`src/rtl/i2cm_pkg.sv`:
```
package i2cm_pkg;

  localparam int REG_AW  = 6;
  localparam int BYTE_W  = 8;
  localparam int CODE_W  = 5;

  localparam logic [REG_AW-1:0] OFS_ADDR  = 6'h00;
  localparam logic [REG_AW-1:0] OFS_XADDR = 6'h04;
  localparam logic [REG_AW-1:0] OFS_DATA  = 6'h08;
  localparam logic [REG_AW-1:0] OFS_CTRL  = 6'h0C;
  localparam logic [REG_AW-1:0] OFS_STAT  = 6'h10;
  localparam logic [REG_AW-1:0] OFS_CLK   = 6'h14;
  localparam logic [REG_AW-1:0] OFS_SRST  = 6'h18;
  localparam logic [REG_AW-1:0] OFS_FEAT  = 6'h1C;
  localparam logic [REG_AW-1:0] OFS_LINE  = 6'h20;

  typedef logic [CODE_W-1:0] code_t;

  localparam code_t C_START   = 5'd1;
  localparam code_t C_RESTART = 5'd2;
  localparam code_t C_AW_ACK  = 5'd3;
  localparam code_t C_AW_NACK = 5'd4;
  localparam code_t C_TX_ACK  = 5'd5;
  localparam code_t C_TX_NACK = 5'd6;
  localparam code_t C_AR_ACK  = 5'd8;
  localparam code_t C_RX_ACK  = 5'd10;
  localparam code_t C_RX_NACK = 5'd11;
  localparam code_t C_IDLE    = 5'h1F;

  // control bit positions (software decodes these)
  localparam int CB_IE   = 7;
  localparam int CB_BUS  = 6;
  localparam int CB_STA  = 5;
  localparam int CB_STP  = 4;
  localparam int CB_FLAG = 3;
  localparam int CB_AA   = 2;

  // bits kept as written; start/stop self-clear and the flag has its own rule
  localparam logic [BYTE_W-1:0] CTRL_KEEP = 8'hC4;
  localparam logic [BYTE_W-1:0] CLK_MASK  = 8'h7F;
  localparam logic [BYTE_W-1:0] FEAT_MASK = 8'h03;
  localparam logic [BYTE_W-1:0] LINE_MASK = 8'h3F;
  localparam logic [BYTE_W-1:0] LINE_INIT = 8'h3A;

  typedef enum logic [1:0] {OP_OPEN, OP_SEND, OP_RECV, OP_CLOSE} op_e;

  typedef struct packed {
    logic [BYTE_W-1:0] addr;
    logic [BYTE_W-1:0] xaddr;
    logic [BYTE_W-1:0] data;
    logic [BYTE_W-1:0] ctrl;
    logic [BYTE_W-1:0] clkdiv;
    logic [BYTE_W-1:0] feat;
    logic [BYTE_W-1:0] line;
    logic              srst;
    code_t             code;
  } regs_t;

  function automatic regs_t regs_reset();
    regs_t r;
    r = '0;
    r.line = LINE_INIT;
    r.code = C_IDLE;
    return r;
  endfunction

  function automatic logic [BYTE_W-1:0] stat_byte(code_t c);
    return {c, 3'b000};
  endfunction

  function automatic code_t rx_code(logic aa);
    return aa ? C_RX_ACK : C_RX_NACK;
  endfunction

  function automatic code_t addr_ack_code(logic dir_rd);
    return dir_rd ? C_AR_ACK : C_AW_ACK;
  endfunction

  function automatic logic is_rx_code(code_t c);
    return (c == C_AR_ACK) || (c == C_RX_ACK) || (c == C_RX_NACK);
  endfunction

  function automatic logic flag_keep(logic old, logic wbit, logic w1c);
    return w1c ? (old & ~wbit) : (old & wbit);
  endfunction

  // control value after a completed step
  function automatic logic [BYTE_W-1:0] raise_flag(regs_t r);
    logic [BYTE_W-1:0] c;
    c = r.ctrl;
    if (!r.srst && r.ctrl[CB_BUS] && (r.code != C_IDLE)) c[CB_FLAG] = 1'b1;
    return c;
  endfunction

endpackage

```
`src/rtl/i2cm_cmd_port.sv`:
```
module i2cm_cmd_port
  import i2cm_pkg::*;
(
  input  logic              clk,
  input  logic              rst_n,
  input  logic              go,
  input  op_e               go_op,
  input  logic [BYTE_W-1:0] go_byte,
  output logic              done,
  output logic              cmd_valid,
  input  logic              cmd_ready,
  output logic [1:0]        cmd_op,
  output logic [BYTE_W-1:0] cmd_byte,
  input  logic              rsp_valid
);

  typedef enum logic [1:0] {P_IDLE, P_ISSUE, P_WAIT} port_e;

  port_e             st_q;
  op_e               op_q;
  logic [BYTE_W-1:0] byte_q;

  assign done = ((st_q == P_ISSUE) && cmd_ready && (op_q == OP_CLOSE)) ||
                ((st_q == P_WAIT) && rsp_valid);

  always_ff @(posedge clk or negedge rst_n) begin
    if (!rst_n) begin
      st_q   <= P_IDLE;
      op_q   <= OP_CLOSE;
      byte_q <= '0;
    end else if (go && (done || (st_q == P_IDLE))) begin
      st_q   <= P_ISSUE;
      op_q   <= go_op;
      byte_q <= go_byte;
    end else if (done) begin
      st_q <= P_IDLE;
    end else if ((st_q == P_ISSUE) && cmd_ready) begin
      st_q <= P_WAIT;
    end
  end

  assign cmd_valid = (st_q == P_ISSUE);
  assign cmd_op    = op_q;
  assign cmd_byte  = byte_q;

endmodule

```
`src/rtl/i2cm_read_mux.sv`:
```
module i2cm_read_mux
  import i2cm_pkg::*;
(
  input  regs_t             regs,
  input  logic [REG_AW-1:0] ofs,
  output logic [BYTE_W-1:0] value
);

  always_comb begin
    case (ofs)
      OFS_ADDR:  value = regs.addr;
      OFS_XADDR: value = regs.xaddr;
      OFS_DATA:  value = regs.data;
      OFS_CTRL:  value = regs.ctrl;
      OFS_STAT:  value = stat_byte(regs.code);
      OFS_CLK:   value = regs.clkdiv;
      OFS_SRST:  value = {7'b0, regs.srst};
      OFS_FEAT:  value = regs.feat;
      OFS_LINE:  value = regs.line;
      default:   value = '0;
    endcase
  end

endmodule

```
`src/rtl/i2c_master_seq.sv`:
```
module i2c_master_seq
  import i2cm_pkg::*;
#(
  parameter bit W1C_CLEAR = 1'b0
) (
  input  logic              clk,
  input  logic              rst_n,
  input  logic              reg_req,
  input  logic              reg_we,
  input  logic [REG_AW-1:0] reg_addr,
  input  logic [BYTE_W-1:0] reg_wdata,
  output logic              reg_ack,
  output logic [BYTE_W-1:0] reg_rdata,
  output logic              cmd_valid,
  input  logic              cmd_ready,
  output logic [1:0]        cmd_op,
  output logic [BYTE_W-1:0] cmd_byte,
  input  logic              rsp_valid,
  input  logic              rsp_nack,
  input  logic [BYTE_W-1:0] rsp_data,
  output logic              irq
);

  typedef enum logic [1:0] {A_IDLE, A_CMD, A_CLOSE, A_ACK} acc_e;
  typedef enum logic [1:0] {K_ADDR, K_TX, K_RX} kind_e;

  regs_t             regs_q, regs_n;
  acc_e              acc_q, acc_n;
  kind_e             kind_q, kind_n;
  logic [BYTE_W-1:0] rdata_q, rdata_n;
  logic [BYTE_W-1:0] rd_value;
  logic              go, done;
  op_e               go_op;
  logic [BYTE_W-1:0] go_byte;

  // named internal events and state for the checker
  logic              flag_q, bus_en_q, srst_q, int_en_q, ctrl_wr_evt;
  code_t             code_q;
  logic [BYTE_W-1:0] ctrl_q;

  assign flag_q      = regs_q.ctrl[CB_FLAG];
  assign bus_en_q    = regs_q.ctrl[CB_BUS];
  assign int_en_q    = regs_q.ctrl[CB_IE];
  assign srst_q      = regs_q.srst;
  assign code_q      = regs_q.code;
  assign ctrl_q      = regs_q.ctrl;
  assign ctrl_wr_evt = (acc_q == A_IDLE) && reg_req && reg_we && (reg_addr == OFS_CTRL);

  i2cm_read_mux u_rmux (
    .regs  (regs_q),
    .ofs   (reg_addr),
    .value (rd_value)
  );

  i2cm_cmd_port u_port (
    .clk       (clk),
    .rst_n     (rst_n),
    .go        (go),
    .go_op     (go_op),
    .go_byte   (go_byte),
    .done      (done),
    .cmd_valid (cmd_valid),
    .cmd_ready (cmd_ready),
    .cmd_op    (cmd_op),
    .cmd_byte  (cmd_byte),
    .rsp_valid (rsp_valid)
  );

  always_comb begin
    regs_n  = regs_q;
    acc_n   = acc_q;
    kind_n  = kind_q;
    rdata_n = rdata_q;
    go      = 1'b0;
    go_op   = OP_CLOSE;
    go_byte = regs_q.data;
    case (acc_q)
      A_IDLE: begin
        if (reg_req) begin
          rdata_n = reg_we ? '0 : rd_value;
          if (reg_we) begin
            case (reg_addr)
              OFS_ADDR:  regs_n.addr   = reg_wdata;
              OFS_XADDR: regs_n.xaddr  = reg_wdata;
              OFS_CLK:   regs_n.clkdiv = reg_wdata & CLK_MASK;
              OFS_FEAT:  regs_n.feat   = reg_wdata & FEAT_MASK;
              OFS_LINE:  regs_n.line   = reg_wdata & LINE_MASK;
              OFS_SRST: begin
                if (!reg_wdata[0] && regs_q.srst) begin
                  regs_n = regs_reset();
                  go     = (regs_q.code != C_IDLE);
                end
                regs_n.srst = reg_wdata[0];
              end
              OFS_DATA: begin
                if (!regs_q.srst && regs_q.ctrl[CB_BUS]) begin
                  regs_n.data = reg_wdata;
                  go_byte     = reg_wdata;
                  if ((regs_q.code == C_START) || (regs_q.code == C_RESTART)) begin
                    go     = 1'b1;
                    go_op  = OP_OPEN;
                    kind_n = K_ADDR;
                  end else if ((regs_q.code == C_AW_ACK) || (regs_q.code == C_TX_ACK)) begin
                    go     = 1'b1;
                    go_op  = OP_SEND;
                    kind_n = K_TX;
                  end
                end
              end
              OFS_CTRL: begin
                if (!regs_q.srst) begin
                  regs_n.ctrl          = reg_wdata & CTRL_KEEP;
                  regs_n.ctrl[CB_FLAG] = flag_keep(regs_q.ctrl[CB_FLAG],
                                                   reg_wdata[CB_FLAG], W1C_CLEAR);
                  if (reg_wdata[CB_STA])
                    regs_n.code = (regs_q.code == C_IDLE) ? C_START : C_RESTART;
                  if (reg_wdata[CB_STP]) begin
                    regs_n.code = C_IDLE;
                    go          = 1'b1;
                  end
                  if (!reg_wdata[CB_AA] && (regs_n.code == C_RX_ACK))
                    regs_n.code = C_RX_NACK;
                  else if (reg_wdata[CB_AA] && (regs_n.code == C_RX_NACK))
                    regs_n.code = C_RX_ACK;
                  if (reg_wdata[CB_STA] && !reg_wdata[CB_STP])
                    regs_n.ctrl = raise_flag(regs_n);
                end
              end
              default: ;
            endcase
          end else begin
            if ((reg_addr == OFS_DATA) && is_rx_code(regs_q.code)) begin
              go     = 1'b1;
              go_op  = OP_RECV;
              kind_n = K_RX;
            end else if ((reg_addr == OFS_STAT) && (regs_q.code == C_AR_ACK)) begin
              regs_n.code = rx_code(regs_q.ctrl[CB_AA]);
              regs_n.ctrl = raise_flag(regs_n);
            end
          end
          if (!go)                    acc_n = A_ACK;
          else if (go_op == OP_CLOSE) acc_n = A_CLOSE;
          else                        acc_n = A_CMD;
        end
      end
      A_CMD: begin
        if (done) begin
          acc_n = A_ACK;
          case (kind_q)
            K_ADDR: begin
              if (rsp_nack) regs_n.code = C_AW_NACK;
              else begin
                regs_n.code = addr_ack_code(regs_q.data[0]);
                regs_n.ctrl = raise_flag(regs_n);
              end
            end
            K_TX: begin
              if (rsp_nack) begin
                regs_n.code = C_TX_NACK;
                go          = 1'b1;
                acc_n       = A_CLOSE;
              end else begin
                regs_n.code = C_TX_ACK;
                regs_n.ctrl = raise_flag(regs_n);
              end
            end
            default: begin
              regs_n.data = rsp_data;
              regs_n.code = rx_code(regs_q.ctrl[CB_AA]);
              regs_n.ctrl = raise_flag(regs_n);
              rdata_n     = rsp_data;
            end
          endcase
        end
      end
      A_CLOSE: if (done) acc_n = A_ACK;
      default: acc_n = A_IDLE;
    endcase
  end

  always_ff @(posedge clk or negedge rst_n) begin
    if (!rst_n) begin
      regs_q  <= regs_reset();
      acc_q   <= A_IDLE;
      kind_q  <= K_ADDR;
      rdata_q <= '0;
    end else begin
      regs_q  <= regs_n;
      acc_q   <= acc_n;
      kind_q  <= kind_n;
      rdata_q <= rdata_n;
    end
  end

  assign reg_ack   = (acc_q == A_ACK);
  assign reg_rdata = rdata_q;
  assign irq       = regs_q.ctrl[CB_IE] & regs_q.ctrl[CB_FLAG];

endmodule

```
`config.mk`:
```
export PLATFORM = sky130hd
export DESIGN_NAME = i2c_master_seq
export DESIGN_NICKNAME = d
export VERILOG_FILES = /design/src/rtl/i2cm_pkg.sv /design/src/rtl/i2cm_cmd_port.sv /design/src/rtl/i2cm_read_mux.sv /design/src/rtl/i2c_master_seq.sv
export SDC_FILE = /design/constraint.sdc
export NUM_CORES = 1
export LEC_CHECK = 0
export BUFFER_PORTS_ARGS = -buffer_cell sky130_fd_sc_hd__buf_2
export CAP_MARGIN = 20
export CORE_MARGIN = 2
export CORE_UTILIZATION = 46
export CTS_BUF_LIST = sky130_fd_sc_hd__clkbuf_4 sky130_fd_sc_hd__clkbuf_8
export DETAILED_ROUTE_END_ITERATION = 16
export PLACE_DENSITY = 0.76
export SYNTH_ARGS = -nofsm -noshare
export SYNTH_HDL_FRONTEND = slang
export SYNTH_HIERARCHICAL = 1
export SYNTH_SLANG_ARGS = --single-unit
export TNS_END_PERCENT = 50
```
`constraint.sdc`:
```
create_clock -name clk -period 2.8 [get_ports clk]
set_input_delay 0.14 -clock clk [delete_from_list [all_inputs] [get_ports clk]]
set_output_delay 0.14 -clock clk [all_outputs]
set_load 0.01 [all_outputs]
```
* Word level (Yosys, flattened, before mapping) *
Cells that the tools add are included.

word-level totals
  register bits after elaboration = 86
  input bits = 29

operators by class
  eq/ne operators = 51
  mux-type cells = 107
  bitwise operators = 3
  reductions and logical operators = 52

operators with widths
  operator                                        number
  one-hot mux 8 bit (2 select lines)              8
  two-way mux 8 bit                               12
  two-way mux 5 bit                               19
  one-hot mux 8 bit (9 select lines)              1
  two-way mux 62 bit                              1
  two-way mux 2 bit                               25
  two-way mux 46 bit                              1
  one-hot mux 16 bit (2 select lines)             1
  one-hot mux 5 bit (2 select lines)              3
  two-way mux 4 bit                               7
  == test 5 x 4 -> 1 bit (second input constant)  5
  two-way mux 25 bit                              1
  AND reduction 5 bit                             5
  == test 6 x 5 -> 1 bit (second input constant)  4
  two-way mux 1 bit                               23
  != test 3 bit (second input constant)           6
  two-way mux 16 bit                              1
  nonzero test 2 bit                              8
  logical AND 1 bit                               15
  AND reduction 7 bit                             2
  == test 6 x 4 -> 1 bit (second input constant)  2
  AND reduction 12 bit                            1
  == test 2 bit (second input constant)           5
  == test 5 x 2 -> 1 bit (second input constant)  2
  other kinds (30)                                55

* Longest topological paths before layout *
Gate-level depths: netlist of the first run.

  depth after elaboration = 27
  depth in mapped cells = 10
  mapped depth without buffers = 9

* Hierarchy *
The synthesis of the first run kept the hierarchy.

modules (own cells, without submodules)
  module          times used  cells an instance  area each (µm²)
  i2c_master_seq  1           353                3439.5
  i2cm_read_mux   1           73                 591.8
  i2cm_cmd_port   1           41                 559.3

* Least setup slack after synthesis of the first run *
OpenSTA, ideal clock, no wires.

  path kind = register to register
  from = reg regs_q (netlist bit code_q[1])
  to = reg u_port.byte_q[0] (netlist: u_port/cmd_byte[0])
  library setup time = 0.125 ns
  arrival = 2.452 ns
  required time = 2.675 ns
  slack = 0.223 ns
  stages on the path, launching flop included = 10
  buffers on the path = 1
  period minus slack after synthesis = 2.577 ns
  cells stage by stage = dfstp_2 -> clkbuf_1 -> nand2b_1 -> a211oi_1 -> o2bb2ai_1 -> o21ai_0 -> o221ai_1 -> inv_1 -> a221oi_4 -> mux2_2

on the way
  cells in the longest elaborated chain, start to end = 12
  elaborated cells on any way between the ends = 25
  those cells by class = eq/ne (8); mux (11); reduce/logical (6)

RTL lines
  item                                                              RTL line               text
  from (decl)                                                       i2c_master_seq.sv:27   regs_t regs_q, regs_n;
  from (signal assigned)                                            i2c_master_seq.sv:183  regs_q <= regs_reset();
  from (signal assigned)                                            i2c_master_seq.sv:188  regs_q <= regs_n;
  == test 5 x 2 -> 1 bit or == test 5 x 3 -> 1 bit (tied branches)  i2c_master_seq.sv:103  end else if ((regs_q.code == C_AW_ACK) || (regs_q.code == C_TX_ACK)) begin
  logical OR 1 bit                                                  i2c_master_seq.sv:103
  two-way mux 1 bit                                                 i2c_master_seq.sv:103
  two-way mux 1 bit                                                 i2c_master_seq.sv:99   if ((regs_q.code == C_START) || (regs_q.code == C_RESTART)) begin
  two-way mux 1 bit                                                 i2c_master_seq.sv:96   if (!regs_q.srst && regs_q.ctrl[CB_BUS]) begin
  one-hot mux 1 bit (3 select lines)                                i2c_master_seq.sv:82   case (reg_addr)
  two-way mux 1 bit *                                               i2c_master_seq.sv:81   if (reg_we) begin
  two-way mux 1 bit *                                               i2c_master_seq.sv:79   if (reg_req) begin
  two-way mux 1 bit *                                               i2c_master_seq.sv:77   case (acc_q)
  two-way mux 1 bit *                                               i2c_master_seq.sv:79
  one-hot mux 1 bit (2 select lines) *                              i2c_master_seq.sv:77
  via go                                                            i2c_master_seq.sv:32   logic go, done;
  logical AND 1 bit *                                               i2cm_cmd_port.sv:31    end else if (go && (done || (st_q == P_IDLE))) begin
  to (signal assigned)                                              i2cm_cmd_port.sv:34    byte_q <= go_byte;
  to (decl)                                                         i2cm_cmd_port.sv:21    logic [BYTE_W-1:0] byte_q;

The timed path passes the listed nets; every way through them passes the cells marked *. The select of a mux whose other input is x is not followed.
A chain may end at the register's enable or synchronous reset.

* Final worst setup path of the first run *
  from = reg regs_q (netlist bit ctrl_q[6])
  to = reg u_port.byte_q[3] (netlist: u_port/cmd_byte[3])

on the way
  cells in the longest elaborated chain, start to end = 9
  elaborated cells on any way between the ends = 14
  those cells by class = mux (12); reduce/logical (2)

RTL lines
  item                                RTL line
  logical AND 1 bit                   i2c_master_seq.sv:96
  two-way mux 1 bit                   i2c_master_seq.sv:96
  one-hot mux 1 bit (3 select lines)  i2c_master_seq.sv:82
  two-way mux 1 bit                   i2c_master_seq.sv:81
  two-way mux 1 bit                   i2c_master_seq.sv:79
  two-way mux 1 bit                   i2c_master_seq.sv:77
  two-way mux 1 bit                   i2c_master_seq.sv:79
  one-hot mux 1 bit (2 select lines)  i2c_master_seq.sv:77
  via go                              i2c_master_seq.sv:32
  logical AND 1 bit                   i2cm_cmd_port.sv:31

The timed path passes the listed nets, and every way through them passes these cells. The select of a mux whose other input is x is not followed.

==> impl_metrics.prom, run 1 <==
# TYPE chip_impl_metric gauge
chip_impl_info{name="startpoint",value="ctrl_q[6]"} 1
chip_impl_metric{name="port_buffers",unit=""} 49
chip_impl_metric{name="numClockSinks",unit=""} 73
chip_impl_metric{name="regArea",unit="µm²"} 1840
chip_impl_metric{name="die_height",unit="µm"} 104
chip_impl_metric{name="layout.core_utilization",unit="%"} 54.2
chip_impl_metric{name="number_of_placement_rows",unit=""} 36
chip_impl_metric{name="synth.cell_area",unit="µm²"} 4590
chip_impl_metric{name="clk_path_buf_depth",unit=""} 2
chip_impl_metric{name="detail_route.wirelength",unit="µm"} 13600
chip_impl_metric{name="worst-slew-pin-transition",unit="ns"} 0.777
chip_impl_info{name="critPathCaptureType",value="flop"} 1
chip_impl_metric{name="cellPowerDensity",unit="nW/µm²"} 687
chip_impl_metric{name="cell_variety_after_synth",unit=""} 72
chip_impl_metric{name="slew_headroom",unit="%"} 47.5
chip_impl_metric{name="post-cts-setup-buffers",unit=""} 0
chip_impl_metric{name="grt_start_max_net_pins",unit=""} 45
chip_impl_metric{name="irDropWorstVdd",unit="mV"} 0.457
chip_impl_metric{name="route.detailed.drc",unit=""} 0
chip_impl_metric{name="avgRoutedWirePerCell",unit="µm"} 20.3
chip_impl_metric{name="antenna_violations_before_repair",unit=""} 0
chip_impl_metric{name="ant_nets",unit=""} 0
chip_impl_metric{name="path_clk_slew",unit="ns"} 0.09
chip_impl_metric{name="nFillCells",unit=""} 922
chip_impl_info{name="cts_tree",value="built"} 1
chip_impl_metric{name="critical_path.max_stage_delay",unit="ns"} 0.52
chip_impl_metric{name="cts.htree.levels",unit=""} 3
chip_impl_metric{name="dpl.hpwl",unit="µm"} 10100
chip_impl_metric{name="total_leakage_power",unit="µW"} 0.00231
chip_impl_metric{name="floorplan.initialDensity",unit="%"} 47.2
chip_impl_metric{name="yosysSeqAreaShare",unit="%"} 40.1
chip_impl_metric{name="post-route-period-util",unit="%"} 93.7
chip_impl_metric{name="floorplan.io_pins",unit=""} 50
chip_impl_metric{name="dr_total_vias",unit=""} 4114
chip_impl_metric{name="routed_via_density",unit=""} 6.13
chip_impl_metric{name="synth-edff-count",unit=""} 0
chip_impl_info{name="crit_path_top_delay_cell",value="sky130_fd_sc_hd__or3b_2"} 1
chip_impl_metric{name="area_growth_syn_to_layout",unit="%"} 14.8
chip_impl_metric{name="slew_viol_final",unit=""} 0
chip_impl_metric{name="synth-async-reset-ratio",unit="%"} 100
chip_impl_metric{name="max_fo_critical_path",unit=""} 9
chip_impl_metric{name="setup_tns",unit="ns"} 0
chip_impl_info{name="classification_of_the_worst_setup_path",value="reg -> reg"} 1
chip_impl_metric{name="final_layout_size_suffix_gt1_share",unit="%"} 30.9
chip_impl_info{name="reg2reg_launch_point",value="ctrl_q[6]"} 1
chip_impl_metric{name="muxShareOfSynthArea",unit="%"} 14.6
chip_impl_metric{name="synth_simple_gate_area_share",unit="%"} 17.5
chip_impl_info{name="yosys-top-cells-area",value="sky130_fd_sc_hd__dfrtp_1 34%, sky130_fd_sc_hd__mux2_2 11%, sky130_fd_sc_hd__dfstp_2 6.3%"} 1
chip_impl_info{name="rsz0062_at_grt",value="false"} 1
chip_impl_metric{name="period_needed",unit="ns"} 2.62
chip_impl_info{name="dominantRegCellSynth",value="sky130_fd_sc_hd__dfrtp_1"} 1
chip_impl_info{name="layout_commonest_cell",value="sky130_fd_sc_hd__dfrtp_1"} 1
chip_impl_metric{name="synth_area_per_cell",unit="µm²"} 9.83
chip_impl_info{name="synth_top_family_by_area",value="compound AO/OA/AOI/OAI gates"} 1
chip_impl_metric{name="antenna_cells",unit=""} 0
chip_impl_metric{name="cp_buf_inv_count",unit=""} 2
chip_impl_metric{name="final_setup_violation_count",unit=""} 0
chip_impl_info{name="crit_path_max_delay_family",value="simple AND/OR/NAND/NOR gates"} 1
chip_impl_metric{name="first_global_vias",unit=""} 4196
chip_impl_metric{name="synth_compound_gate_area_share",unit="%"} 21.9
chip_impl_metric{name="wire_length_of_the_first_global_routing_pass",unit="µm"} 22200
chip_impl_metric{name="grt.overflow.total",unit=""} 0
chip_impl_info{name="status",value="finished clean"} 1
chip_impl_metric{name="globalRouteTotalUtil",unit="%"} 25.9
chip_impl_metric{name="crit_arrival",unit="ns"} 2.87
chip_impl_info{name="netlist.top_cell.by_area",value="sky130_fd_sc_hd__dfrtp_1"} 1
chip_impl_metric{name="achievable_frequency",unit="MHz"} 381
chip_impl_info{name="worst_hold_start",value="reg_wdata[7]"} 1
chip_impl_metric{name="finalNetCount",unit=""} 566
chip_impl_metric{name="syn-instance-count",unit=""} 467
chip_impl_metric{name="worst_ep_required_time",unit="ns"} 3.05
chip_impl_metric{name="synth_xor_area_share",unit="%"} 0.191
chip_impl_metric{name="cts_buffers",unit=""} 9
chip_impl_metric{name="drt-pass1-iter-count",unit=""} 5
chip_impl_metric{name="synth_warn",unit=""} 6
chip_impl_info{name="crit_path_start_kind",value="flop"} 1
chip_impl_metric{name="die_x",unit="µm"} 104
chip_impl_info{name="hold_path_class",value="in -> reg"} 1
chip_impl_info{name="layout.cells.most_common_list",value="62 x sky130_fd_sc_hd__dfrtp_1, 49 x sky130_fd_sc_hd__buf_2, 44 x sky130_fd_sc_hd__mux2_2"} 1
chip_impl_metric{name="floorplan.core_area",unit="µm²"} 9730
chip_impl_metric{name="post_synth_fa_ha_maj_area_fraction",unit="%"} 1.09
chip_impl_metric{name="multiInputGateArea",unit="µm²"} 2600
chip_impl_metric{name="timing_hold_violations_final",unit=""} 0
chip_impl_metric{name="worstSkewPairLatency",unit="ns"} 0.36
chip_impl_metric{name="max_cap_violations",unit=""} 0
chip_impl_metric{name="ys_seq_elements",unit=""} 73
chip_impl_metric{name="fp.dieArea",unit="µm²"} 10800
chip_impl_metric{name="place.gp.congestion",unit=""} 0.963
chip_impl_metric{name="violation_count_after_the_first_detailed_route_iteration",unit=""} 457
chip_impl_info{name="crit_path_cell_chain",value="or3b_2 -> nor3_2 -> o2bb2ai_1 -> o21ai_0 -> o221ai_1 -> inv_1 -> a221oi_4 -> buf_4 -> mux2_2"} 1
chip_impl_metric{name="synth_top_area_share",unit="%"} 33.8
chip_impl_metric{name="worst_case_clock_skew",unit="ns"} 0.0145
chip_impl_info{name="clock_tree_root",value="sky130_fd_sc_hd__clkbuf_8"} 1
cells in the mapped netlist (all sizes together) (2+ instances only):
library cell / number
a22oi: 21
a221oi: 6
a21oi: 34
a2bb2oi: 3
a31oi: 8
a41oi: 3
o21ai: 18
o211ai: 7
nor3b: 4
a31o: 2
nand2b: 11
buf: 17
mux4: 2
nor2: 33
dfstp: 11
and3: 3
dfrtp: 62
o21bai: 2
or2: 2
nor3: 7
nor4: 8
ha: 4
a2111oi: 3
or3: 5
nand2: 40
o31ai: 4
mux2i: 12
a211o: 4
nand3b: 4
mux2: 45
nor2b: 6
inv: 15
nand3: 9
o2bb2ai: 9
and2: 7
clkbuf: 10
nand4: 4
a211oi: 5
flip-flops by register name (all words and copies together), names as in the netlist:
| signal | flops |
|---|---|
| u_port/cmd_op | 2 |
| ctrl_q | 4 |
| srst_q | 1 |
| u_port/st_q | 2 |
| regs_q | 39 |
| u_port/cmd_byte | 8 |
| acc_q | 2 |
| reg_rdata | 8 |
| kind_q | 2 |
| code_q | 5 |
area by class of cell:
cell class / count / area share (%)
clock inverter: 7 / 1.31
clock buffer: 9 / 2.35
multi-input combinational: 364 / 49.3
inverter: 15 / 1.07
timing repair buffer: 70 / 7.93
sequential: 73 / 34.9
tap: 133 / 3.16
timing repair:
item | CTS | global route
hold buffers | 1 | 0
endpoints found under the hold margin | 24 | 0
setup endpoints to repair | 0 | 9
gates resized for setup | 0 | 2
worst register-to-register path, cell delays in order (launching register included):
cell and delay [ns]:
sky130_fd_sc_hd__dfrtp_1 0.41, sky130_fd_sc_hd__or3b_2 0.52, sky130_fd_sc_hd__nor3_2 0.17, sky130_fd_sc_hd__o2bb2ai_1 0.13, sky130_fd_sc_hd__o21ai_0 0.15, sky130_fd_sc_hd__o221ai_1 0.22
sky130_fd_sc_hd__inv_1 0.15, sky130_fd_sc_hd__a221oi_4 0.19, sky130_fd_sc_hd__buf_4 0.22, sky130_fd_sc_hd__mux2_2 0.36
metrics by stage:
step,worst slack [ns],hold WS (ns),area (µm²),instances,power [µW]
final,0.178,0.0800,5270,671,3620
after global routing,0.0222,0.0734,5270,671,3850
after CTS,0.102,0.0669,5260,671,3620
after floorplan,0.223,-0.156,4640,479,2330
after detailed placement,0.0458,0.264,5060,654,2760
after global placement,0.127,0.249,5060,654,2720
kinds of logic (layout without fill, tap and decap cells):
logic type,count (synthesis),in the layout
compound gates,140,140
xor+xnor,1,1
fa+ha+maj,4,4
buf+inv,42,101
flops,73,73
mux,59,59
other cells,1,13
simple gates,147,147
report_power, final:
group | leakage (µW) | total, µW | switching [µW] | internal [µW]
clock | 0.0000954 | 844 | 434 | 410
combinational | 0.00126 | 1310 | 778 | 536
sequential | 0.000950 | 1460 | 184 | 1280
path summary, 6_finish.rpt:
check,slack [ns],depth (start not counted),endpoint
max in group asynchronous,1.64,3,regs_q[10]
hold / removal,0.08,3,ctrl_q[7]
setup reg to reg,0.18,9,u_port/cmd_byte[3]
min in group asynchronous,0.41,2,u_port/st_q[1]
hold reg to reg,0.49,2,regs_q[55]
setup / recovery,0.18,9,u_port/cmd_byte[3]
per-layer routing:
layer	wire, µm	GRT usage [%]	part of all wire, %	up-vias
met5	0	0	0	-
met4	440	9.94	3.2	0
met3	924	4.64	6.8	32
met2	6480	42.8	48	199
met1	5780	34.1	42	2010
li1	-	-	-	1873
Note: power is estimated with default switching activity, not from simulation.
==> run 2, diff against run 1 <==
--- a/config.mk
+++ b/config.mk
@@ -12,6 +12,7 @@
 export CTS_BUF_LIST = sky130_fd_sc_hd__clkbuf_4 sky130_fd_sc_hd__clkbuf_8
 export DETAILED_ROUTE_END_ITERATION = 16
 export PLACE_DENSITY = 0.76
+export SETUP_SLACK_MARGIN = 0.15
 export SYNTH_ARGS = -nofsm -noshare
 export SYNTH_HDL_FRONTEND = slang
 export SYNTH_HIERARCHICAL = 1
==> constraint.sdc (replaced) <==
create_clock -name clk -period 2.8 [get_ports clk]
set_input_delay 0.14 -clock clk [delete_from_list [all_inputs] [get_ports clk]]
set_output_delay 0.14 -clock clk [all_outputs]
set_load 0.1 [all_outputs]
==> impl_metrics.prom, run 2 (synthesis results as in run 1) <==
# TYPE chip_impl_metric gauge
chip_impl_info{name="crit_path_top_delay_cell",value="sky130_fd_sc_hd__dfstp_2"} 1
chip_impl_metric{name="p_comb_share",unit="%"} 44.0
chip_impl_metric{name="worst-slew-pin-transition",unit="ns"} 0.787
chip_impl_metric{name="power.share.sequential",unit="%"} 35.5
chip_impl_metric{name="post-route-period-util",unit="%"} 88.2
chip_impl_metric{name="globalRouteTotalUtil",unit="%"} 25.9
chip_impl_metric{name="worst_case_clock_skew",unit="ns"} 0.0123
chip_impl_metric{name="routed_via_density",unit=""} 6.13
chip_impl_metric{name="achievable_frequency",unit="MHz"} 405
chip_impl_metric{name="p_sw_share",unit="%"} 45.4
chip_impl_metric{name="crit_arrival",unit="ns"} 2.72
chip_impl_info{name="layout_commonest_cell",value="sky130_fd_sc_hd__dfrtp_1"} 1
chip_impl_metric{name="area_growth_syn_to_layout",unit="%"} 15.6
chip_impl_metric{name="dr_total_vias",unit=""} 4132
chip_impl_metric{name="switchingPower",unit="µW"} 1860
chip_impl_metric{name="floorplan.io_pins",unit=""} 50
chip_impl_metric{name="die_x",unit="µm"} 104
chip_impl_metric{name="layout.core_utilization",unit="%"} 54.5
chip_impl_metric{name="wire_length_of_the_first_global_routing_pass",unit="µm"} 22200
chip_impl_metric{name="finalNetCount",unit=""} 569
chip_impl_info{name="classification_of_the_worst_setup_path",value="reg -> reg"} 1
chip_impl_metric{name="fp.dieArea",unit="µm²"} 10800
chip_impl_metric{name="final_setup_violation_count",unit=""} 0
chip_impl_metric{name="max_reg_flops",unit=""} 39
chip_impl_metric{name="regArea",unit="µm²"} 1840
chip_impl_metric{name="avgRoutedWirePerCell",unit="µm"} 20.3
chip_impl_metric{name="timing_hold_violations_final",unit=""} 0
chip_impl_metric{name="internal-power",unit="µW"} 2240
chip_impl_metric{name="number_of_placement_rows",unit=""} 36
chip_impl_metric{name="final_layout_size_suffix_gt1_share",unit="%"} 31.6
chip_impl_metric{name="max_cap_violations",unit=""} 0
chip_impl_info{name="registers.top_by_ff_count",value="regs_q"} 1
chip_impl_metric{name="cts_buffers",unit=""} 9
chip_impl_metric{name="final.setup.worst_slack",unit="ns"} 0.330
chip_impl_metric{name="cts.htree.levels",unit=""} 3
chip_impl_info{name="status",value="finished clean"} 1
chip_impl_metric{name="critical_path.max_stage_delay",unit="ns"} 0.40
chip_impl_metric{name="period_needed",unit="ns"} 2.47
chip_impl_metric{name="cp_buf_inv_count",unit=""} 3
chip_impl_metric{name="violation_count_after_the_first_detailed_route_iteration",unit=""} 439
chip_impl_metric{name="dpl.hpwl",unit="µm"} 10100
chip_impl_metric{name="slew_headroom",unit="%"} 47.5
chip_impl_metric{name="first_global_vias",unit=""} 4196
chip_impl_metric{name="setup_tns",unit="ns"} 0
chip_impl_metric{name="ant_nets",unit=""} 0
chip_impl_metric{name="antenna_cells",unit=""} 0
chip_impl_metric{name="port_buffers",unit=""} 49
chip_impl_info{name="crit_path_cell_chain",value="buf_4 -> nand2b_1 -> a211oi_2 -> o2bb2ai_1 -> o21ai_1 -> o221ai_1 -> inv_2 -> a221oi_4 -> buf_6 -> mux2_2"} 1
chip_impl_metric{name="max_fo_critical_path",unit=""} 6
chip_impl_metric{name="r2r_slack",unit="ns"} 0.33
chip_impl_info{name="cts_tree",value="built"} 1
chip_impl_metric{name="place_worst_setup_slack",unit="ns"} 0.0458
chip_impl_info{name="crit_path_max_delay_family",value="compound AO/OA/AOI/OAI gates"} 1
chip_impl_metric{name="grt.overflow.total",unit=""} 0
chip_impl_metric{name="grt_start_max_net_pins",unit=""} 45
chip_impl_info{name="crit_path_start_kind",value="flop"} 1
chip_impl_info{name="critPathCaptureType",value="flop"} 1
chip_impl_metric{name="worstSkewPairLatency",unit="ns"} 0.36
chip_impl_metric{name="total_leakage_power",unit="µW"} 0.00233
chip_impl_metric{name="place.gp.congestion",unit=""} 0.963
chip_impl_info{name="rsz0062_at_grt",value="false"} 1
chip_impl_info{name="clock_tree_root",value="sky130_fd_sc_hd__clkbuf_8"} 1
chip_impl_metric{name="floorplan.core_area",unit="µm²"} 9730
chip_impl_metric{name="worst_ep_required_time",unit="ns"} 3.05
chip_impl_metric{name="clk_path_buf_depth",unit=""} 2
chip_impl_metric{name="irDropWorstVdd",unit="mV"} 1.05
chip_impl_metric{name="path_clk_slew",unit="ns"} 0.09
chip_impl_metric{name="antenna_violations_before_repair",unit=""} 0
chip_impl_info{name="layout.cells.most_common_list",value="62 x sky130_fd_sc_hd__dfrtp_1, 49 x sky130_fd_sc_hd__buf_2, 44 x sky130_fd_sc_hd__mux2_2"} 1
chip_impl_metric{name="floorplan.initialDensity",unit="%"} 47.2
chip_impl_info{name="hold_path_class",value="in -> reg"} 1
chip_impl_metric{name="detail_route.wirelength",unit="µm"} 13700
chip_impl_metric{name="numClockSinks",unit=""} 73
chip_impl_metric{name="nFillCells",unit=""} 918
chip_impl_metric{name="cellPowerDensity",unit="nW/µm²"} 772
chip_impl_metric{name="drt-pass1-iter-count",unit=""} 5
chip_impl_metric{name="die_height",unit="µm"} 104
chip_impl_metric{name="route.detailed.drc",unit=""} 0
chip_impl_metric{name="pwr-share-clk",unit="%"} 20.5
chip_impl_metric{name="design_power",unit="µW"} 4100
chip_impl_metric{name="slew_viol_final",unit=""} 0
chip_impl_metric{name="multiInputGateArea",unit="µm²"} 2600
-- run 2: cell count changes in the layout (fill, tap and decap cells not counted) --
cell	before	now
sky130_fd_sc_hd__o21ai_0	15	14
sky130_fd_sc_hd__or3b_2	1	0
sky130_fd_sc_hd__buf_4	19	20
sky130_fd_sc_hd__inv_2	1	2
sky130_fd_sc_hd__ha_2	0	1
sky130_fd_sc_hd__buf_6	0	2
sky130_fd_sc_hd__ha_1	4	3
sky130_fd_sc_hd__inv_1	14	13
sky130_fd_sc_hd__or3b_4	0	1
sky130_fd_sc_hd__o21ai_1	2	3
-- run 2: worst reg2reg max path, delay by kind of cell (launching register included) --
family / cells / cell delay [ns]
simple gates: 1 / 0.17
compound gates: 5 / 1.03
flops: 1 / 0.40
buf+inv: 3 / 0.44
mux: 1 / 0.34
-- run 2: repair_timing --
action                                  in CTS  in global routing
pin swaps                                    0                  1
setup buffers                                0                  2
hold buffers                                 1                  0
gates resized for setup                      1                  8
gates cloned                                 0                  1
hold endpoints to repair                    24                  0
endpoints found under the setup margin       8                  9
-- run 2: power by group through the flow --
stage | combinational (µW) | sequential [µW] | clock (µW)
after global routing | 1940 | 1490 | 904
after floorplan | 942 | 1850 | 0
after detailed placement | 1750 | 1480 | 0
after global placement | 1720 | 1460 | 0
final | 1800 | 1450 | 842
after CTS | 1760 | 1460 | 859
-- run 2: metal layers --
metal | global-route usage [%] | wire, µm
met5 | 0 | 0
met4 | 9.94 | 460
met3 | 4.64 | 884
met2 | 42.8 | 6520
met1 | 34.1 | 5790
-- run 2: worst paths after layout --
path / depth (start not counted) / start / end
setup / recovery: 10 / code_q[1] / u_port/cmd_byte[3]
hold / removal: 3 / reg_wdata[7] / ctrl_q[7]
setup reg to reg: 10 / code_q[1] / u_port/cmd_byte[3]
hold reg to reg: 2 / regs_q[55] / regs_q[55]
max in group asynchronous: 3 / rst_n / regs_q[10]
min in group asynchronous: 2 / rst_n / u_port/st_q[1]
-- run 2: area by class of cell --
class | count | share of cell area [%]
Multi-Input combinational cell | 364 | 49.0
Clock buffer | 9 | 2.33
Timing Repair Buffer | 73 | 8.44
Clock inverter | 7 | 1.30
Tap cell | 133 | 3.14
Inverter | 15 | 1.06
Sequential cell | 73 | 34.7
-- run 2: stage by stage --
step / area, µm² / instances / hold slack [ns]
6_report: 5310 / 674 / 0.0805
5_1_grt: 5310 / 674 / 0.0734
2_1_floorplan: 4640 / 479 / -0.156
3_5_place_dp: 5060 / 654 / 0.264
3_3_place_gp: 5060 / 654 / 0.249
4_1_cts: 5270 / 671 / 0.0669
==> run 3, diff against run 2 <==
--- a/config.mk
+++ b/config.mk
@@ -10,8 +10,10 @@
 export CORE_MARGIN = 2
 export CORE_UTILIZATION = 46
 export CTS_BUF_LIST = sky130_fd_sc_hd__clkbuf_4 sky130_fd_sc_hd__clkbuf_8
+export CTS_CLUSTER_DIAMETER = 80
 export DETAILED_ROUTE_END_ITERATION = 16
 export PLACE_DENSITY = 0.76
+export RECOVER_POWER = 50
 export SETUP_SLACK_MARGIN = 0.15
 export SYNTH_ARGS = -nofsm -noshare
 export SYNTH_HDL_FRONTEND = slang
==> impl_metrics.prom, run 3 (synthesis results as in run 1) <==
# TYPE chip_impl_metric gauge
chip_impl_info{name="status",value="finished, violations left"} 1
chip_impl_info{name="failed_checks",value="capacitance limit, slew limit"} 1
chip_impl_metric{name="place.gp.congestion",unit=""} 0.963
chip_impl_metric{name="floorplan.initialDensity",unit="%"} 47.2
chip_impl_info{name="hold_path_class",value="in -> reg"} 1
chip_impl_info{name="worst_hold_start",value="reg_wdata[7]"} 1
chip_impl_info{name="registers.top_by_ff_count",value="regs_q"} 1
chip_impl_metric{name="regArea",unit="µm²"} 1840
chip_impl_metric{name="finalNetCount",unit=""} 569
chip_impl_metric{name="slew_headroom",unit="%"} -26.5
chip_impl_metric{name="setup_tns",unit="ns"} 0
chip_impl_metric{name="port_buffers",unit=""} 49
chip_impl_metric{name="route.detailed.drc",unit=""} 0
chip_impl_metric{name="r2r_slack",unit="ns"} 0.32
chip_impl_metric{name="die_x",unit="µm"} 104
chip_impl_metric{name="fp.dieArea",unit="µm²"} 10800
chip_impl_metric{name="cts.htree.levels",unit=""} 3
chip_impl_metric{name="violation_count_after_the_first_detailed_route_iteration",unit=""} 433
chip_impl_metric{name="floorplan.io_pins",unit=""} 50
chip_impl_metric{name="worst_ep_required_time",unit="ns"} 3.05
chip_impl_metric{name="placed_cells",unit=""} 654
chip_impl_metric{name="achievable_frequency",unit="MHz"} 404
chip_impl_metric{name="first_global_vias",unit=""} 4196
chip_impl_metric{name="post-route-period-util",unit="%"} 88.5
chip_impl_metric{name="drt-pass1-iter-count",unit=""} 5
chip_impl_metric{name="routed_via_density",unit=""} 6.21
chip_impl_metric{name="place_worst_setup_slack",unit="ns"} 0.0458
chip_impl_info{name="classification_of_the_worst_setup_path",value="reg -> reg"} 1
chip_impl_metric{name="hold-path-cell-count",unit=""} 3
chip_impl_metric{name="multiInputGateArea",unit="µm²"} 2600
chip_impl_metric{name="number_of_placement_rows",unit=""} 36
chip_impl_metric{name="critical_path.max_stage_delay",unit="ns"} 0.43
chip_impl_metric{name="floorplan.core_area",unit="µm²"} 9730
chip_impl_info{name="crit_path_start_kind",value="flop"} 1
chip_impl_metric{name="worst_case_clock_skew",unit="ns"} 0.0136
chip_impl_metric{name="worst-slew-pin-transition",unit="ns"} 1.90
chip_impl_metric{name="path_clk_slew",unit="ns"} 0.09
chip_impl_metric{name="irDropWorstVdd",unit="mV"} 1.04
chip_impl_metric{name="antenna_violations_before_repair",unit=""} 0
chip_impl_metric{name="die_height",unit="µm"} 104
chip_impl_metric{name="worstSkewPairLatency",unit="ns"} 0.36
chip_impl_metric{name="final.setup.worst_slack",unit="ns"} 0.323
chip_impl_metric{name="avgRoutedWirePerCell",unit="µm"} 20.3
chip_impl_metric{name="final_setup_violation_count",unit=""} 0
chip_impl_info{name="min_to",value="ctrl_q[7]"} 1
chip_impl_metric{name="wire_length_of_the_first_global_routing_pass",unit="µm"} 22200
chip_impl_info{name="rsz0062_at_grt",value="false"} 1
chip_impl_metric{name="crit_arrival",unit="ns"} 2.72
chip_impl_info{name="crit-reg2reg-capture",value="u_port/cmd_byte[3]"} 1
chip_impl_info{name="cts_tree",value="built"} 1
chip_impl_metric{name="numClockSinks",unit=""} 73
chip_impl_metric{name="grt_start_max_net_pins",unit=""} 45
chip_impl_info{name="layout_commonest_cell",value="sky130_fd_sc_hd__dfrtp_1"} 1
chip_impl_metric{name="cts_buffers",unit=""} 9
chip_impl_metric{name="timing_hold_violations_final",unit=""} 0
chip_impl_metric{name="cell_area_reported_after_detailed_placement",unit="µm²"} 5060
chip_impl_metric{name="dpl.hpwl",unit="µm"} 10100
chip_impl_metric{name="clk_path_buf_depth",unit=""} 2
chip_impl_metric{name="nFillCells",unit=""} 926
chip_impl_metric{name="grt.overflow.total",unit=""} 0
chip_impl_info{name="reg2reg_launch_point",value="ctrl_q[6]"} 1
chip_impl_info{name="crit_path_cell_chain",value="or3b_4 -> nor3_2 -> o2bb2ai_1 -> o21ai_1 -> o221ai_1 -> inv_2 -> a221oi_4 -> buf_6 -> mux2_2"} 1
chip_impl_metric{name="cellPowerDensity",unit="nW/µm²"} 773
chip_impl_metric{name="design_area",unit="µm²"} 5290
chip_impl_info{name="critPathCaptureType",value="flop"} 1
chip_impl_metric{name="dr_total_vias",unit=""} 4186
chip_impl_metric{name="final_layout_size_suffix_gt1_share",unit="%"} 29.6
chip_impl_metric{name="max_fo_critical_path",unit=""} 5
chip_impl_metric{name="slew_viol_final",unit=""} 30
chip_impl_metric{name="area_growth_syn_to_layout",unit="%"} 15.3
chip_impl_metric{name="antenna_cells",unit=""} 0
chip_impl_info{name="layout.cells.most_common_list",value="62 x sky130_fd_sc_hd__dfrtp_1, 44 x sky130_fd_sc_hd__mux2_2, 39 x sky130_fd_sc_hd__nand2_1, 39 x sky130_fd_sc_hd__buf_2, 33 x sky130_fd_sc_hd__nor2_1"} 1
chip_impl_info{name="crit_path_top_delay_cell",value="sky130_fd_sc_hd__or3b_4"} 1
chip_impl_metric{name="globalRouteTotalUtil",unit="%"} 25.9
chip_impl_info{name="clock_tree_root",value="sky130_fd_sc_hd__clkbuf_8"} 1
chip_impl_metric{name="detail_route.wirelength",unit="µm"} 13700
chip_impl_metric{name="period_needed",unit="ns"} 2.48
chip_impl_metric{name="final_cells",unit=""} 674
chip_impl_metric{name="max_cap_violations",unit=""} 1
chip_impl_metric{name="ant_nets",unit=""} 0
chip_impl_metric{name="ff_to_ff_path_depth",unit=""} 9
chip_impl_metric{name="max_reg_flops",unit=""} 39
chip_impl_metric{name="total_leakage_power",unit="µW"} 0.00229
==> run 3: area by class of cell <==
type                       count  share of cell area (%)
multi-input combinational    364                    49.1
sequential                    73                    34.8
timing repair buffer          73                    8.23
tap                          133                    3.14
clock buffer                   9                    2.34
clock inverter                 7                    1.30
inverter                      15                    1.06
==> run 3: timing repair <==
| action | in CTS | in global routing |
|---|---|---|
| buffers inserted | 0 | 2 |
| hold buffers | 1 | 0 |
| gates cloned | 0 | 1 |
| hold endpoints to repair | 24 | 0 |
| setup endpoints to repair | 8 | 9 |
| pin swaps | 0 | 1 |
| gates resized for setup | 1 | 8 |
==> run 3: critical path, delay by kind of cell (launching register included) <==
family	cells	cell delay, ns
compound gates	4	0.77
simple gates	2	0.58
flops	1	0.40
mux	1	0.34
buf+inv	2	0.28
==> run 3: worst max-delay path by stage <==
stage,from,endpoint,slack [ns],depth (start not counted)
after floorplan,code_q[1],u_port/cmd_byte[0],0.22,9
after global placement,reg_addr[1],u_port/cmd_byte[2],0.13,11
after detailed placement,reg_addr[1],u_port/cmd_byte[3],0.05,11
after CTS,code_q[1],u_port/cmd_byte[3],0.16,9
after global routing,code_q[3],u_port/cmd_byte[5],0.17,8
final,ctrl_q[6],u_port/cmd_byte[3],0.32,9
==> run 3: through the flow <==
step | util (%) | total power [µW] | hold WS (ns)
2_1_floorplan | - | 2790 | -0.156
3_3_place_gp | 52.0 | 3180 | 0.249
3_5_place_dp | 52.0 | 3230 | 0.264
4_1_cts | 54.1 | 4080 | 0.0669
5_1_grt | 54.4 | 4320 | 0.0734
6_report | 54.4 | 4090 | 0.0806
==> run 3: report_power, final <==
group | total, µW | internal (µW) | switching [µW]
clock network | 843 | 410 | 433
logic | 1790 | 540 | 1250
registers | 1450 | 1280 | 178
==> run 3: routing by layer <==
metal / share of wire (%) / up-vias / routed length (µm) / global-route usage, %
met3: 6.9 / 38 / 947 / 4.64
met4: 3.4 / 0 / 467 / 9.94
met5: 0 / - / 0 / 0
met2: 48 / 208 / 6560 / 42.8
met1: 42 / 2062 / 5730 / 34.1
li1: - / 1878 / - / -
